$ cat config.mk
export PLATFORM = sky130hd
export DESIGN_NAME = i2cr_target
export DESIGN_NICKNAME = d
export VERILOG_FILES = /design/src/rtl/i2cr_pkg.sv /design/src/rtl/i2cr_pin_filter.sv /design/src/rtl/i2cr_bus_events.sv /design/src/rtl/i2cr_engine.sv /design/src/rtl/i2cr_target.sv
export SDC_FILE = /design/constraint.sdc
export NUM_CORES = 1
export LEC_CHECK = 0
export BUFFER_PORTS_ARGS = -buffer_cell sky130_fd_sc_hd__buf_2
export CELL_PAD_IN_SITES_DETAIL_PLACEMENT = 2
export CELL_PAD_IN_SITES_GLOBAL_PLACEMENT = 2
export CORE_UTILIZATION = 39
export CTS_CLUSTER_DIAMETER = 80
export DETAILED_ROUTE_END_ITERATION = 8
export GPL_TIMING_DRIVEN = 0
export PLACE_DENSITY_LB_ADDON = 0.1
export REMOVE_ABC_BUFFERS = 1
export SYNTH_ARGS = -nofsm -noshare
export SYNTH_HDL_FRONTEND = slang
export SYNTH_SLANG_ARGS = --single-unit
$ cat constraint.sdc
create_clock -name clk -period 6.1 [get_ports clk]
set_input_delay 0 -clock clk [delete_from_list [all_inputs] [get_ports clk]]
set_output_delay 0 -clock clk [all_outputs]
set_load 0.02 [all_outputs]
$ cat src/rtl/i2cr_pkg.sv
package i2cr_pkg;

  typedef enum logic [2:0] {
    ST_IDLE,
    ST_ADDR,
    ST_ADDR_ACK,
    ST_WR,
    ST_WR_ACK,
    ST_RD,
    ST_RD_ACK,
    ST_WAIT
  } eng_state_t;

endpackage

$ cat src/rtl/i2cr_pin_filter.sv
module i2cr_pin_filter #(
  parameter int FILT_LEN = 4
) (
  input  logic clk,
  input  logic rst,
  input  logic pin_i,
  output logic level_o
);
  localparam int CW = $clog2(FILT_LEN + 1);

  logic [1:0]    sync_r;
  logic [CW-1:0] cnt_r;
  logic          sync_q;

  assign sync_q = sync_r[1];

  always_ff @(posedge clk) begin
    if (rst) begin
      sync_r  <= 2'b11;
      cnt_r   <= '0;
      level_o <= 1'b1;
    end else begin
      sync_r <= {sync_r[0], pin_i};
      if (sync_q == level_o) begin
        cnt_r <= '0;
      end else if (cnt_r == CW'(FILT_LEN - 1)) begin
        level_o <= sync_q;
        cnt_r   <= '0;
      end else begin
        cnt_r <= cnt_r + 1'b1;
      end
    end
  end

  // accepted level always equals the synchronised sample that qualified it
  a_r3_level_from_sync: assert property (@(posedge clk) disable iff (rst)
    !$stable(level_o) |-> level_o == $past(sync_q));

endmodule

$ cat src/rtl/i2cr_bus_events.sv
module i2cr_bus_events (
  input  logic clk,
  input  logic rst,
  input  logic scl_lvl,
  input  logic sda_lvl,
  output logic scl_rise,
  output logic scl_fall,
  output logic start_ev,
  output logic stop_ev
);
  logic scl_p, sda_p;

  always_ff @(posedge clk) begin
    if (rst) begin
      scl_p <= 1'b1;
      sda_p <= 1'b1;
    end else begin
      scl_p <= scl_lvl;
      sda_p <= sda_lvl;
    end
  end

  assign scl_rise = scl_lvl & ~scl_p;
  assign scl_fall = ~scl_lvl & scl_p;
  assign start_ev = scl_lvl & scl_p & sda_p & ~sda_lvl;
  assign stop_ev  = scl_lvl & scl_p & ~sda_p & sda_lvl;

endmodule

$ cat src/rtl/i2cr_engine.sv
module i2cr_engine
  import i2cr_pkg::*;
#(
  parameter logic [6:0] DEV_ADDR = 7'h70
) (
  input  logic       clk,
  input  logic       rst,
  input  logic       scl_lvl,
  input  logic       sda_lvl,
  input  logic       scl_rise,
  input  logic       scl_fall,
  input  logic       start_ev,
  input  logic       stop_ev,
  input  logic [7:0] rd_byte,
  output logic [7:0] wr_byte,
  output logic       sda_drv
);
  eng_state_t state;
  logic [3:0] bitcnt;
  logic [7:0] rx_sr, tx_sr;
  logic       rnw, mack;

  always_ff @(posedge clk) begin
    if (rst) begin
      state   <= ST_IDLE;
      bitcnt  <= '0;
      rx_sr   <= '0;
      tx_sr   <= '0;
      rnw     <= 1'b0;
      mack    <= 1'b0;
      sda_drv <= 1'b0;
      wr_byte <= '0;
    end else if (start_ev) begin
      state   <= ST_ADDR;
      bitcnt  <= '0;
      sda_drv <= 1'b0;
    end else if (stop_ev) begin
      state   <= ST_IDLE;
      bitcnt  <= '0;
      sda_drv <= 1'b0;
    end else begin
      case (state)
        ST_ADDR: begin
          if (scl_rise) begin
            rx_sr  <= {rx_sr[6:0], sda_lvl};
            bitcnt <= bitcnt + 4'd1;
          end else if (scl_fall && bitcnt == 4'd8) begin
            bitcnt <= '0;
            if (rx_sr[7:1] == DEV_ADDR) begin
              rnw     <= rx_sr[0];
              sda_drv <= 1'b1;
              state   <= ST_ADDR_ACK;
            end else begin
              state <= ST_WAIT;
            end
          end
        end
        ST_ADDR_ACK: begin
          if (scl_fall) begin
            bitcnt <= '0;
            if (rnw) begin
              tx_sr   <= rd_byte;
              sda_drv <= ~rd_byte[7];
              state   <= ST_RD;
            end else begin
              sda_drv <= 1'b0;
              state   <= ST_WR;
            end
          end
        end
        ST_WR: begin
          if (scl_rise) begin
            rx_sr  <= {rx_sr[6:0], sda_lvl};
            bitcnt <= bitcnt + 4'd1;
          end else if (scl_fall && bitcnt == 4'd8) begin
            bitcnt  <= '0;
            wr_byte <= rx_sr;
            sda_drv <= 1'b1;
            state   <= ST_WR_ACK;
          end
        end
        ST_WR_ACK: begin
          if (scl_fall) begin
            sda_drv <= 1'b0;
            state   <= ST_WR;
          end
        end
        ST_RD: begin
          if (scl_rise) begin
            bitcnt <= bitcnt + 4'd1;
          end else if (scl_fall) begin
            if (bitcnt == 4'd8) begin
              bitcnt  <= '0;
              sda_drv <= 1'b0;
              state   <= ST_RD_ACK;
            end else begin
              tx_sr   <= {tx_sr[6:0], 1'b0};
              sda_drv <= ~tx_sr[6];
            end
          end
        end
        ST_RD_ACK: begin
          if (scl_rise) begin
            mack <= ~sda_lvl;
          end else if (scl_fall) begin
            if (mack) begin
              tx_sr   <= rd_byte;
              sda_drv <= ~rd_byte[7];
              state   <= ST_RD;
            end else begin
              state <= ST_WAIT;
            end
          end
        end
        default: ;
      endcase
    end
  end

  // the written register only moves when a data byte is acknowledged
  a_r6_update_at_ack: assert property (@(posedge clk) disable iff (rst)
    !$stable(wr_byte) |-> state == ST_WR_ACK);

  // SDA drive only toggles while the filtered SCL is low
  a_r11_drive_scl_low: assert property (@(posedge clk) disable iff (rst)
    !$stable(sda_drv) |-> !scl_lvl);

  // waiting for the end of a transaction never holds SDA low
  a_r5_wait_released: assert property (@(posedge clk) disable iff (rst)
    state == ST_WAIT |-> !sda_drv);

  // any START lands in address reception with SDA released
  a_r10_start_to_addr: assert property (@(posedge clk) disable iff (rst)
    start_ev |=> (state == ST_ADDR && !sda_drv));

endmodule

$ cat src/rtl/i2cr_target.sv
module i2cr_target #(
  parameter int         FILT_LEN = 4,
  parameter logic [6:0] DEV_ADDR = 7'h70
) (
  input  logic       clk,
  input  logic       rst,
  input  logic       scl_i,
  output logic       scl_o,
  output logic       scl_t,
  input  logic       sda_i,
  output logic       sda_o,
  output logic       sda_t,
  input  logic [7:0] ld_data,
  input  logic       ld_strobe,
  output logic [7:0] reg_q
);
  localparam int NPIN = 2;

  logic [NPIN-1:0] raw, lvl;
  logic            scl_rise, scl_fall, start_ev, stop_ev, sda_drv;
  logic [7:0]      rd_reg;

  assign raw = {scl_i, sda_i};

  for (genvar g = 0; g < NPIN; g++) begin : g_pin
    i2cr_pin_filter #(.FILT_LEN(FILT_LEN)) u_filt (
      .clk    (clk),
      .rst    (rst),
      .pin_i  (raw[g]),
      .level_o(lvl[g])
    );
  end

  i2cr_bus_events u_events (
    .clk     (clk),
    .rst     (rst),
    .scl_lvl (lvl[1]),
    .sda_lvl (lvl[0]),
    .scl_rise(scl_rise),
    .scl_fall(scl_fall),
    .start_ev(start_ev),
    .stop_ev (stop_ev)
  );

  always_ff @(posedge clk) begin
    if (rst) rd_reg <= '0;
    else if (ld_strobe) rd_reg <= ld_data;
  end

  i2cr_engine #(.DEV_ADDR(DEV_ADDR)) u_engine (
    .clk     (clk),
    .rst     (rst),
    .scl_lvl (lvl[1]),
    .sda_lvl (lvl[0]),
    .scl_rise(scl_rise),
    .scl_fall(scl_fall),
    .start_ev(start_ev),
    .stop_ev (stop_ev),
    .rd_byte (rd_reg),
    .wr_byte (reg_q),
    .sda_drv (sda_drv)
  );

  assign scl_o = 1'b0;
  assign scl_t = 1'b1;
  assign sda_o = 1'b0;
  assign sda_t = ~sda_drv;

  // strobe loads the read register on the following edge
  a_r8_load: assert property (@(posedge clk) disable iff (rst)
    ld_strobe |=> rd_reg == $past(ld_data));

endmodule

* Word level (Yosys, flattened, before mapping)
Cells that the tools add are included.
** Storage, ports and cells
- Bits in registers :: 55
- Output and inout port bits :: 12
- Bits of input ports :: 13
** Operators by class
- Equal/unequal tests :: 41
- Mux-type cells :: 48
- Reduce and logical (&&, ||, !) cells :: 20
- Add/sub/neg operators :: 3
- Bitwise logic cells :: 19
** Operator list (number)
- 7-bit 2-to-1 mux :: 8
- 3-bit 2-to-1 mux :: 13
- 4-bit by 3-bit != test with 1-bit output, second input constant :: 7
- 4-bit 2-to-1 mux :: 6
- 12-bit AND reduction :: 2
- 7-bit case mux with 3 select lines :: 1
- 2-bit by 1-bit != test with 1-bit output, second input constant :: 10
- 3-bit case mux with 6 select lines :: 1
- 1-bit 2-to-1 mux :: 16
- 4-bit != test, second input constant :: 4
- 13-bit AND reduction :: 1
- 3-bit by 2-bit == test with 1-bit output, second input constant :: 4
- 1-bit inverter :: 12
- 4-bit case mux with 3 select lines :: 1
- 11-bit AND reduction :: 1
- 2-bit != test, second input constant :: 5
- 5-bit AND reduction :: 2
- 3-bit == test, second input constant :: 3
- 3-bit OR reduction :: 3
- 4-bit AND reduction :: 2
- 8-bit nonzero test :: 1
- 1-bit AND :: 7
- 7-bit == test, second input constant :: 1
- 3-bit by 1-bit adder with 3-bit output, second input constant :: 2
- 14 further kinds :: 18

* Longest topological paths before layout
- Depth in word-level cells :: 8
- Mapped depth :: 7

* By module
From an unflattened synthesis, not the netlist that was laid out.
** Unflattened totals
- Cell total of the unflattened synthesis :: 271
- Area total of the unflattened synthesis :: 2572.5 um^2
** Modules (own cells, without submodules)
- i2cr_engine :: instances 1, area each 1740.4 um^2, seq. area each 660.6 um^2, cells an instance 197
- i2cr_pin_filter :: instances 2, area each 214.0 um^2, seq. area each 120.1 um^2, cells an instance 17
- i2cr_target :: instances 1, area each 319.1 um^2, seq. area each 160.2 um^2, cells an instance 32
- i2cr_bus_events :: instances 1, area each 85.1 um^2, seq. area each 40.0 um^2, cells an instance 8

* Least setup slack after synthesis
Ideal clock, no wire load.
- Path type :: register to register
- Start point :: reg u_engine.bitcnt[0]
- End point :: reg u_engine.tx_sr[1]
- Slack :: 4.185 ns
- Arrival :: 1.794 ns
- Data required time :: 5.979 ns
- Library setup time :: 0.121 ns
- Stages on the path, launching flop included :: 8
- Cells stage by stage :: dfxtp_1 inv_1 ha_1 and3b_1 or3_1 a211o_1 buf_6 mux2_4
** On the way
- Word-level cells in the longest chain between the ends :: 3
** Ends and longest elaborated chain
- from (decl) :: line i2cr_engine.sv:19 : logic [3:0] bitcnt;
- from (signal assigned) :: line i2cr_engine.sv:46 : bitcnt <= bitcnt + 4'd1;
- from (signal assigned) :: line i2cr_engine.sv:74 : bitcnt <= bitcnt + 4'd1;
- from (signal assigned) :: line i2cr_engine.sv:90 : bitcnt <= bitcnt + 4'd1;
- 4-bit == test :: line i2cr_engine.sv:92 : if (bitcnt == 4'd8) begin
- 2-bit != test (no source line)
- 11-bit AND reduction (no source line)
- to (signal assigned) :: line i2cr_engine.sv:62 : tx_sr <= rd_byte;
- to (signal assigned) :: line i2cr_engine.sv:97 : tx_sr <= {tx_sr[6:0], 1'b0};
- to (signal assigned) :: line i2cr_engine.sv:107 : tx_sr <= rd_byte;
- to (decl) :: line i2cr_engine.sv:20 : logic [7:0] rx_sr, tx_sr;
No other way between the ends.
A chain may end at the register's enable or synchronous reset.

* Worst setup path after layout
- Start point :: reg u_engine.state[0]
- End point :: reg u_engine.tx_sr[5]
** On the way
- Word-level cells in the longest chain between the ends :: 3
** Ends and longest elaborated chain
- from (decl) :: line i2cr_engine.sv:18 : eng_state_t state;
- from (signal assigned) :: line i2cr_engine.sv:25 : state <= ST_IDLE;
- from (signal assigned) :: line i2cr_engine.sv:34 : state <= ST_ADDR;
- from (signal assigned) :: line i2cr_engine.sv:38 : state <= ST_IDLE;
- 3-bit == test or 3-bit by 2-bit == test with 1-bit output (tied branches) :: line i2cr_engine.sv:42 : case (state)
- 2-bit != test (no source line) (tied with other cells)
- 11-bit AND reduction (no source line)
Parallel ways exist; a longest one is shown, timed or not.

==> results.sh <==
export IMPL_status="completed"
export IMPL_synthSimpleGateAreaFrac_pct=22.3
export IMPL_cts_root_buffer="clkbuf_8"
export IMPL_synth_area_um2=2590
export IMPL_synth_most_common_cell="dfxtp_1"
export IMPL_finClkSkew_ps=9.56
export IMPL_first_global_vias=2120
export IMPL_routed_via_density=5.34
export IMPL_num_io_pins=25
export IMPL_yosys_top_cells_count="dfxtp_1, nor2_1, nand2_1, a21oi_1, mux2i_1"
export IMPL_grt_max_degree=55
export IMPL_fillers=720
export IMPL_dp_cells=364
export IMPL_synth_area_leaders="dfxtp_1, mux2i_1, nor2_1"
export IMPL_ant_nets=0
export IMPL_syn_to_final_growth_pct=11.1
export IMPL_fp_dieW_um=83.5
export IMPL_fp_dieH_um=83.5
export IMPL_slowest_delay_ps=830
export IMPL_rsz0062_at_grt="no"
export IMPL_vias=2041
export IMPL_slew_violations=0
export IMPL_cts_repair_resized=0
export IMPL_yosysTopAreaCellShare_pct=42.5
export IMPL_synth_xor_area_share_pct=1.01
export IMPL_cp_start_kind="register"
export IMPL_nNetsFinal=323
export IMPL_gr_total_overflow=0
export IMPL_switching_share_pct=23.1
export IMPL_first_iter_violations=43
export IMPL_yosys_warnings=0
export IMPL_clockBufferDepth=2
export IMPL_postSynthAreaPerCell_um2=9.09
export IMPL_hp_class="in2reg"
export IMPL_hold_viol=0
export IMPL_finalNonFillerCells=382
export IMPL_relSlewSlack_pct=37.1
export IMPL_portBuffers=21
export IMPL_cts_sinks=55
export IMPL_antenna_found_initial=0
export IMPL_p_comb_share_pct=4.9
export IMPL_p_seq_share_pct=61.4
export IMPL_grt_pass1_wl_mm=10.4
export IMPL_p_sw_uw=138
export IMPL_wl_per_cell_um=15.8
export IMPL_dp_hpwl_mm=4.07
export IMPL_insertion_delay_ps=310
export IMPL_leakage_uw=0.00117
export IMPL_p_clk_share_pct=33.7
export IMPL_synth_compound_area_share_pct=14.2
export IMPL_yosys_register_bits=55
export IMPL_ir_worst_vdd_mv=0.110
export IMPL_n_antenna_cell=0
export IMPL_syn_inst=285
export IMPL_synth_edf_count=0
export IMPL_drive_above_1_share_pct=16.1
export IMPL_fp_row_count=29
export IMPL_crit_required_ps=6300
export IMPL_synth_top_cell_by_area="dfxtp_1"
export IMPL_crit_type="reg2reg"
export IMPL_power_density_nw_per_um2=207
export IMPL_synth_distinct_cells=54
export IMPL_routed_wirelength_mm=6.03
export IMPL_cap_violations=0
export IMPL_synth_area_mux_share_pct=11.3
export IMPL_tightestPinTransition_ps=943
export IMPL_grt_usage_pct=18.6
export IMPL_crit_buf_inv=0
export IMPL_h_tree_depth=2
export IMPL_critPathTopFamily="flip-flops"
export IMPL_period_share_pct=39.0
export IMPL_final_core_util_pct=45.1
export IMPL_drt_first_pass_iters=4
export IMPL_post_route_min_period_ps=2380
export IMPL_tritoncts="done"
export IMPL_drcViolationCount=0
export IMPL_crit_fanout=21
export IMPL_numCtsBuffers=5
export IMPL_cts_clk_slew_worst_paths_ps=100
export IMPL_setup_tns_ps=0
export IMPL_cp_slowest_cell="dfxtp_1"
export IMPL_yosysSeqAreaShare_pct=42.5
export IMPL_routabilityCongestion=0.768
export IMPL_worstPathArrival_ps=2580
export IMPL_fmax_mhz=420
export IMPL_start_util_pct=40.6
export IMPL_hold_ws_ps=135
export IMPL_p_int_uw=458
export IMPL_synth_flop_cell="dfxtp_1"
export IMPL_synthArstFlopShare_pct=0
export IMPL_die_area_um2=6970
export IMPL_path_cells="nand3b_4 -> or3_1 -> a211o_1 -> mux2_4"
export IMPL_yosys_area_share_adder_pct=2.90
export IMPL_coreArea_um2=6390
export IMPL_setup_viol=0
export IMPL_synth_top_family_by_area="simple AND/OR/NAND/NOR gates"
export IMPL_crit_path_end_kind="register"
==> path summary, 6_finish.rpt <==
check | startpoint | end | slack, ps | cells after the start
max | u_engine.state[0] | u_engine.tx_sr[5] | 3720 | 4
min | ld_strobe | rd_reg[4] | 140 | 3
max reg2reg | u_engine.state[0] | u_engine.tx_sr[5] | 3720 | 4
min reg2reg | g_pin[0].u_filt.sync_r[0] | g_pin[0].u_filt.sync_r[1] | 420 | 1
==> worst reg2reg max path: stages (launching register included) <==
cell and delay, ps:
dfxtp_1 830, nand3b_4 220, or3_1 390, a211o_1 480
mux2_4 360
==> power groups by stage <==
| stage | clock [uW] | sequential, uW | combinational, uW |
|---|---|---|---|
| final | 201 | 366 | 29.1 |
| after global routing | 224 | 367 | 32.8 |
| after CTS | 209 | 366 | 29.1 |
| after detailed placement | 0 | 374 | 24.1 |
| after global placement | 0 | 374 | 23.3 |
| after floorplan | 0 | 374 | 11.9 |
==> area by class of cell <==
| type | count | area [um^2] | share of cell area [%] |
|---|---|---|---|
| Clock buffer | 6 | 72.6 | 2.52 |
| Multi-Input combinational cell | 200 | 1350 | 46.9 |
| Tap cell | 77 | 96.3 | 3.35 |
| Clock inverter | 2 | 12.5 | 0.435 |
| Inverter | 11 | 41.3 | 1.43 |
| Timing Repair Buffer | 31 | 205 | 7.13 |
| Sequential cell | 55 | 1100 | 38.2 |
==> routing by layer <==
| layer | global-route usage [%] | wire length [um] | vias up |
|---|---|---|---|
| li1 | - | - | 1006 |
| met1 | 23.3 | 2810 | 1009 |
| met2 | 32.9 | 3030 | 20 |
| met3 | 3.26 | 118 | 6 |
| met4 | 5.08 | 69 | 0 |
| met5 | 0 | 0 | - |
==> what timing repair did <==
action                     4_1_cts  5_1_grt
buffers inserted                 0        0
setup endpoints to repair        0        0
hold endpoints to repair        10        0
hold buffers                    10        0
==> stage by stage <==
step | total power, uW | area, um^2 | worst slack (ps)
4_1_cts | 604 | 2880 | 3690
3_3_place_gp | 397 | 2690 | 3710
6_report | 596 | 2880 | 3720
3_5_place_dp | 399 | 2690 | 3700
5_1_grt | 623 | 2880 | 3570
2_1_floorplan | 385 | 2490 | 4100
==> logic make-up after synthesis <==
kind of cell,after synthesis
adders and majority gates,6
buffers and inverters,31
DFF,55
other,2
muxes,26
xor gates and xnor gates,3
AOI/OAI and AO/OA,53
and+or+nand+nor,109
==> cells in the final DEF, fill, tap and decap left out, drive strengths merged, types with 3 or more instances in the layout <==
cell type	instances
clkbuf	6
nand3b	3
mux2i	19
mux2	7
nand2	27
buf	21
nand2b	5
or3	3
nor2b	13
a211o	4
inv	11
or2	7
ha	6
nand3	7
conb	3
a21oi	20
a311oi	3
o21ai	4
dlygate4sd3	10
and3b	3
nor2	30
dfxtp	55
No activity file was read; power rests on OpenSTA's default activity.
